`src/rtl/pwm_pkg.sv`:
```
// Shared types for the partial-word merger.
// Assumes a 2-bit operation code: bit 1 = store, bit 0 = right form.
package pwm_pkg;

    typedef enum logic [1:0] {
        OP_LD_LEFT  = 2'd0,
        OP_LD_RIGHT = 2'd1,
        OP_ST_LEFT  = 2'd2,
        OP_ST_RIGHT = 2'd3
    } merge_op_e;

    typedef enum logic [1:0] {
        ST_IDLE  = 2'd0,
        ST_READ  = 2'd1,
        ST_MERGE = 2'd2,
        ST_WRITE = 2'd3
    } merge_state_e;

endpackage

```
`src/rtl/pwm_addr_gen.sv`:
```
// Effective address generation.
// Adds the sign-extended displacement to the base. Outputs the word-aligned
// address and the byte lane within the word. Purely combinational.
module pwm_addr_gen #(
    parameter  int ADDR_W = 32,
    parameter  int OFF_W  = 16,
    parameter  int LANES  = 4,
    localparam int LANE_W = $clog2(LANES)
) (
    input  logic [ADDR_W-1:0] base,
    input  logic [OFF_W-1:0]  offset,
    output logic [ADDR_W-1:0] aligned,
    output logic [LANE_W-1:0] lane
);
    logic [ADDR_W-1:0] ea;

    // Sum of base and sign-extended displacement.
    always_comb begin
        ea = base + {{(ADDR_W-OFF_W){offset[OFF_W-1]}}, offset};
    end

    // Split the effective address into word address and lane.
    always_comb begin
        aligned = {ea[ADDR_W-1:LANE_W], {LANE_W{1'b0}}};
        lane    = ea[LANE_W-1:0];
    end
endmodule

```
`src/rtl/pwm_lane_merge.sv`:
```
// Byte-lane merge network.
// Each output lane picks either a shifted byte of the source word or the
// same lane of the word being preserved. The choice depends on the operation
// and the lane offset. Assumes little-endian byte numbering. Combinational.
module pwm_lane_merge
    import pwm_pkg::*;
#(
    parameter  int DATA_W = 32,
    localparam int BYTE_W = 8,
    localparam int LANES  = DATA_W / BYTE_W,
    localparam int LANE_W = $clog2(LANES),
    localparam int LAST   = LANES - 1
) (
    input  merge_op_e         op,
    input  logic [LANE_W-1:0] lane,
    input  logic [DATA_W-1:0] rt_val,
    input  logic [DATA_W-1:0] mem_word,
    output logic [DATA_W-1:0] merged
);
    for (genvar g = 0; g < LANES; g++) begin : g_lane
        logic [BYTE_W-1:0] lane_b;

        // Select the byte that lands in output lane g.
        always_comb begin
            int s;
            int src;
            s      = 0;
            src    = 0;
            lane_b = rt_val[g*BYTE_W +: BYTE_W];
            unique case (op)
                OP_LD_LEFT: begin
                    s   = LAST - int'(lane);
                    src = g - s;
                    lane_b = (src >= 0) ? BYTE_W'(mem_word >> (src*BYTE_W))
                                        : rt_val[g*BYTE_W +: BYTE_W];
                end
                OP_LD_RIGHT: begin
                    s   = int'(lane);
                    src = g + s;
                    lane_b = (src <= LAST) ? BYTE_W'(mem_word >> (src*BYTE_W))
                                           : rt_val[g*BYTE_W +: BYTE_W];
                end
                OP_ST_LEFT: begin
                    s   = LAST - int'(lane);
                    src = g + s;
                    lane_b = (src <= LAST) ? BYTE_W'(rt_val >> (src*BYTE_W))
                                           : mem_word[g*BYTE_W +: BYTE_W];
                end
                OP_ST_RIGHT: begin
                    s   = int'(lane);
                    src = g - s;
                    lane_b = (src >= 0) ? BYTE_W'(rt_val >> (src*BYTE_W))
                                        : mem_word[g*BYTE_W +: BYTE_W];
                end
                default: lane_b = rt_val[g*BYTE_W +: BYTE_W];
            endcase
        end

        assign merged[g*BYTE_W +: BYTE_W] = lane_b;
    end
endmodule

```
`src/rtl/pwm_ctrl.sv`:
```
// Sequencer for the read / merge / write steps.
// Accepts a request only when idle. Loads end in the merge step and stores
// end in a following write step. Assumes memory data arrives the cycle
// after the read strobe.
module pwm_ctrl
    import pwm_pkg::*;
(
    input  logic clk,
    input  logic rst_n,
    input  logic start,
    input  logic is_store,
    output logic accept,
    output logic mem_rd,
    output logic merge_cyc,
    output logic mem_wr,
    output logic done,
    output logic busy
);
    merge_state_e state_q, state_d;

    // Next-state selection.
    always_comb begin
        state_d = state_q;
        unique case (state_q)
            ST_IDLE:  if (start) state_d = ST_READ;
            ST_READ:  state_d = ST_MERGE;
            ST_MERGE: state_d = is_store ? ST_WRITE : ST_IDLE;
            ST_WRITE: state_d = ST_IDLE;
            default:  state_d = ST_IDLE;
        endcase
    end

    // State register with synchronous reset.
    always_ff @(posedge clk) begin
        if (!rst_n) state_q <= ST_IDLE;
        else        state_q <= state_d;
    end

    // Strobes decoded from the current state.
    always_comb begin
        accept    = (state_q == ST_IDLE) && start;
        mem_rd    = (state_q == ST_READ);
        merge_cyc = (state_q == ST_MERGE);
        mem_wr    = (state_q == ST_WRITE);
        done      = (merge_cyc && !is_store) || mem_wr;
        busy      = (state_q != ST_IDLE);
    end
endmodule

```
`src/rtl/partial_word_merge.sv`:
```
// Partial-word load/store merger, top level.
// Latches the request on acceptance and reads the aligned word. It then
// either writes the merged value to the register port (loads) or writes the
// merged word back to memory (stores). Register index 0 is never written.
module partial_word_merge
    import pwm_pkg::*;
#(
    parameter  int ADDR_W = 32,
    parameter  int DATA_W = 32,
    parameter  int OFF_W  = 16,
    parameter  int RIDX_W = 5,
    localparam int LANES  = DATA_W / 8,
    localparam int LANE_W = $clog2(LANES)
) (
    input  logic              clk,
    input  logic              rst_n,
    input  logic              start,
    input  logic [1:0]        op,
    input  logic [ADDR_W-1:0] base,
    input  logic [OFF_W-1:0]  offset,
    input  logic [RIDX_W-1:0] rt_idx,
    input  logic [DATA_W-1:0] rt_val,
    output logic [ADDR_W-1:0] mem_addr,
    output logic              mem_rd,
    input  logic [DATA_W-1:0] mem_rdata,
    output logic              mem_wr,
    output logic [DATA_W-1:0] mem_wdata,
    output logic              reg_we,
    output logic [RIDX_W-1:0] reg_idx,
    output logic [DATA_W-1:0] reg_wdata,
    output logic              busy,
    output logic              done
);
    logic [ADDR_W-1:0] aligned_d;
    logic [LANE_W-1:0] lane_d, lane_q;
    merge_op_e         op_q;
    logic [DATA_W-1:0] rt_q, merged, wdata_q;
    logic [ADDR_W-1:0] addr_q;
    logic [RIDX_W-1:0] idx_q;
    logic              accept, merge_cyc;

    pwm_addr_gen #(.ADDR_W(ADDR_W), .OFF_W(OFF_W), .LANES(LANES)) u_addr (
        .base    (base),
        .offset  (offset),
        .aligned (aligned_d),
        .lane    (lane_d)
    );

    pwm_ctrl u_ctrl (
        .clk       (clk),
        .rst_n     (rst_n),
        .start     (start),
        .is_store  (op_q[1]),
        .accept    (accept),
        .mem_rd    (mem_rd),
        .merge_cyc (merge_cyc),
        .mem_wr    (mem_wr),
        .done      (done),
        .busy      (busy)
    );

    pwm_lane_merge #(.DATA_W(DATA_W)) u_merge (
        .op       (op_q),
        .lane     (lane_q),
        .rt_val   (rt_q),
        .mem_word (mem_rdata),
        .merged   (merged)
    );

    // Capture the request fields when a start is accepted.
    always_ff @(posedge clk) begin
        if (!rst_n) begin
            op_q   <= OP_LD_LEFT;
            lane_q <= '0;
            rt_q   <= '0;
            addr_q <= '0;
            idx_q  <= '0;
        end else if (accept) begin
            op_q   <= merge_op_e'(op);
            lane_q <= lane_d;
            rt_q   <= rt_val;
            addr_q <= aligned_d;
            idx_q  <= rt_idx;
        end
    end

    // Hold the merged store word for the write step.
    always_ff @(posedge clk) begin
        if (!rst_n)                     wdata_q <= '0;
        else if (merge_cyc && op_q[1])  wdata_q <= merged;
    end

    // Output assignments.
    always_comb begin
        mem_addr  = addr_q;
        mem_wdata = wdata_q;
        reg_idx   = idx_q;
        reg_wdata = merged;
        reg_we    = merge_cyc && !op_q[1] && (idx_q != '0);
    end
endmodule

```
`config.mk`:
```
export PLATFORM = sky130hd
export DESIGN_NAME = partial_word_merge
export DESIGN_NICKNAME = d
export VERILOG_FILES = /design/src/rtl/pwm_pkg.sv /design/src/rtl/pwm_addr_gen.sv /design/src/rtl/pwm_lane_merge.sv /design/src/rtl/pwm_ctrl.sv /design/src/rtl/partial_word_merge.sv
export SDC_FILE = /design/constraint.sdc
export NUM_CORES = 1
export LEC_CHECK = 0
export ABC_AREA = 0
export BUFFER_PORTS_ARGS = -buffer_cell sky130_fd_sc_hd__buf_2
export CAP_MARGIN = 25
export CORE_AREA = 2 2 132 134
export CTS_CLUSTER_DIAMETER = 30
export DETAILED_ROUTE_END_ITERATION = 8
export DIE_AREA = 0 0 134 136
export GPL_TIMING_DRIVEN = 0
export MAX_ROUTING_LAYER = met4
export PLACE_DENSITY = 0.92
export SKIP_CTS_REPAIR_TIMING = 1
export SYNTH_ARGS = -nofsm -noshare
export SYNTH_HDL_FRONTEND = slang
export SYNTH_SLANG_ARGS = --single-unit
```
`constraint.sdc`:
```
create_clock -name clk -period 4.1 [get_ports clk]
set_input_delay 0.41 -clock clk [delete_from_list [all_inputs] [get_ports clk]]
set_output_delay 0.41 -clock clk [all_outputs]
set_load 0.01 [all_outputs]
```
==> run_results.csv <==
group,metric,value,unit
finish,layout_common_cells,"nand2_1 (229), buf_2 (229), dfxtp_1 (104), a21oi_1 (80), o21ai_0 (80)",
drt,wirelength,41000,microns
power_and_ir_drop,p_leak,4.64,nW
sta,final.setup.worst_slack,0.0163,ns
cts,clk_pin_slew,0.08,ns
sta,max_freq,0.245,GHz
sta,maxSlewViolCount,0,
die,row_count,48,
place,place_area,10400,sq um
critical_path,max_stage_delay,0.53,ns
synthesis,ys_seq_area_frac,0.232,
synthesis,synthesis.area,9040,sq um
synthesis,ys.warnings.count,0,
die,start_util,0.536,
die,fp.dieArea,18200,sq um
die,core,16900,sq um
cts,clockBufferDepth,2,
finish,drive_gt1_frac,0.237,
synthesis,synth_cell_types,66,
global_route,grt.total_usage,0.456,
run,drv_cap,0,
cts,cts.sinks,105,
sta,tightest_slew,1.04,ns
place,place_congestion,1.01,
critical_path,crit_required,3.69,ns
synthesis,synth_ff_type,"dfxtp_1",
power_and_ir_drop,ir_drop,0.213,mV
sta,finalSetupViolations,0,
cts,cts.htree.levels,3,
sta,setup-tns-final,0,ns
finish,final_nets,1546,
place,hpwl,31500,microns
critical_path,crit_slowest_cell,"a21oi_1",
synthesis,syn_area_per_cell,7.87,sq um
synthesis,synth_edf_count,0,
critical_path,worstPathCellList,"buf_8, buf_6, buf_8, buf_6, inv_1, ha_1, nor2_2, a221o_1, nand2_1, a21oi_1, buf_2",
critical_path,r2r-end,"mem_wdata[1]",
cts,cts_tree,"built",
global_route,grt_pass1_wl,60400,microns
drt,ant_nets,0,
drt,vias_per_cell,6.60,
hold_path,holdPathStages,3,
global_route,grt_max_degree,19,
global_route,antenna_found_initial,0,
sta,min_period_over_period,0.996,
global_route,grt_pass1_vias,10049,
drt,dr.first_iter.drc_count,1398,
hold_path,min_to,"rt_q[0]",
synthesis,syn_inst,1149,
die,dieHeight,136,microns
sta,skew,0.0140,ns
place,dp.cells,1599,
power_and_ir_drop,power.density,321,nW/um^2
place,numPortBuffers,224,
finish,syn2layout_area_growth,19.8,%
sta,min_period,4.08,ns
critical_path,crit_family,"buffers and inverters",
die,chipWidth,134,microns
sta,slew_headroom,0.306,
drt,drc,0,
die,io_pins,228,
synthesis,yosys_register_bits,105,
finish,fin_area,10800,sq um
cts,cts_root_buf,"clkbuf_16",
outcome,outcome,"finished clean",
drt,routed-via-count,10675,
critical_path,rrSetupSlack,0.67,ns
critical_path,cp-start-kind,"register",
cts,cts_buffers,9,
critical_path,cp_data_arrival_time,3.67,ns
critical_path,path_buf_inv,6,
drt,wl_per_cell,25.4,microns
synthesis,synthTopCellsByArea,"dfxtp_1 (23%), nand2_1 (9.5%), mux4_2 (8.0%), mux2i_1 (7.5%), a21boi_0 (5.2%)",
global_route,gr-total-overflow,0,
cts,clock_latency,0.37,ns
synthesis,synth_top_cell_by_area,"dfxtp_1",
synthesis,async_reset_ff_frac,0,
critical_path,r2r.worst_path.cells,14,
drt,dr.pass1.iters,7,
finish,final_cells,1617,
critical_path,cp_max_fo,10,
critical_path,worstSetupPathType,"reg2out",
hold_path,hp-start,"rt_val[0]",
critical_path,worstSetupEndpointType,"output pin",
place,dpl_worst_slack,-0.445,ns
hold_path,hp-class,"in2reg",
critical_path,r2r_start,"lane_q[0]",
synthesis,netlist.area_leader.share,0.232,
sta,finalHoldViolations,0,
-- power by group --
group	leakage [nW]	internal [mW]	switching, mW
logic	3.65	0.558	0.885
clock network	0.137	0.425	0.452
registers	0.859	1.08	0.0713
total	4.64	2.06	1.41
-- per-stage QoR --
| step | power (mW) | hold slack, ns | util |
|---|---|---|---|
| after floorplan | 2.00 | 0.473 | - |
| after global placement | 2.52 | 0.432 | 0.619 |
| after detailed placement | 2.53 | 0.442 | 0.619 |
| after CTS | 3.38 | 0.283 | 0.636 |
| after global routing | 3.58 | 0.299 | 0.642 |
| final | 3.47 | 0.280 | 0.642 |
-- layer usage --
metal | part of all wire | global-route usage | up-vias
met1 | 0.39 | 0.575 | 5014
met4 | 0.055 | 0.235 | 0
met5 | 0 | - | -
met3 | 0.12 | 0.104 | 179
li1 | - | - | 4630
met2 | 0.43 | 0.686 | 852
-- worst max-delay path by stage --
stage / endpoint / start / cells past startpoint / slack [ns]
floorplan: reg_wdata[0] / lane_q[0] / 14 / 0.75
global placement: reg_wdata[0] / lane_q[0] / 15 / -0.46
detailed placement: reg_wdata[0] / lane_q[0] / 15 / -0.45
CTS: reg_wdata[0] / lane_q[0] / 15 / -0.82
global route: reg_wdata[28] / lane_q[0] / 13 / -0.0009
finish: reg_wdata[8] / lane_q[0] / 11 / 0.02
-- state kept, by name, summed over array words and instances (netlist names) --
name            flops
mem_wdata          32
rt_q               32
mem_addr           30
reg_idx             5
lane_q              2
op_q                2
u_ctrl.state_q      2
-- logic make-up (layout without fill, tap and decap cells) --
family | Yosys count | after routing | synth area share
fa+ha+maj | 38 | 38 | 0.0534
other cells | 1 | 3 | 0.000415
mux | 119 | 119 | 0.179
compound gates | 366 | 366 | 0.270
xor+xnor | 26 | 26 | 0.0252
flops | 105 | 105 | 0.232
buf+inv | 113 | 354 | 0.0559
simple gates | 381 | 381 | 0.184
-- tightest hold or removal path, cell delays in order --
cell,delay (ns)
buf_2,0.09
nand2_1,0.04
a21boi_0,0.06
-- area by class of cell --
| class | instances | area (sq um) |
|---|---|---|
| clock inverters | 5 | 51.3 |
| inverters | 25 | 93.8 |
| well taps | 225 | 282 |
| clock buffers | 11 | 233 |
| fillers | 1534 | 6040 |
| plain buffers | 86 | 440 |
| multi-input cells | 932 | 6480 |
| flip-flops and latches | 105 | 2110 |
| repair buffers | 227 | 1150 |
| diodes | 1 | 2.50 |
-- cell usage after synthesis (all sizes together), types with 2 or more instances --
cell    number
a211oi      12
nand2b      20
clkbuf      62
buf         26
o31ai        4
a21oi       81
a211o        2
nand3       25
a221o       10
nand2      229
a22oi       15
xor2        12
ha          37
a22o         4
xnor2       14
and3         5
nor3         3
a21o        16
a21boi      64
dfxtp      105
and2        26
o211ai      14
mux4        32
a221oi      13
o211a        8
o21ai       86
a31oi        9
nand4        9
inv         25
nor2b        5
mux2i       68
o21bai       8
mux2        19
nor3b        2
nor2        49
o22ai       13
Note: power is estimated with default switching activity, not from simulation.
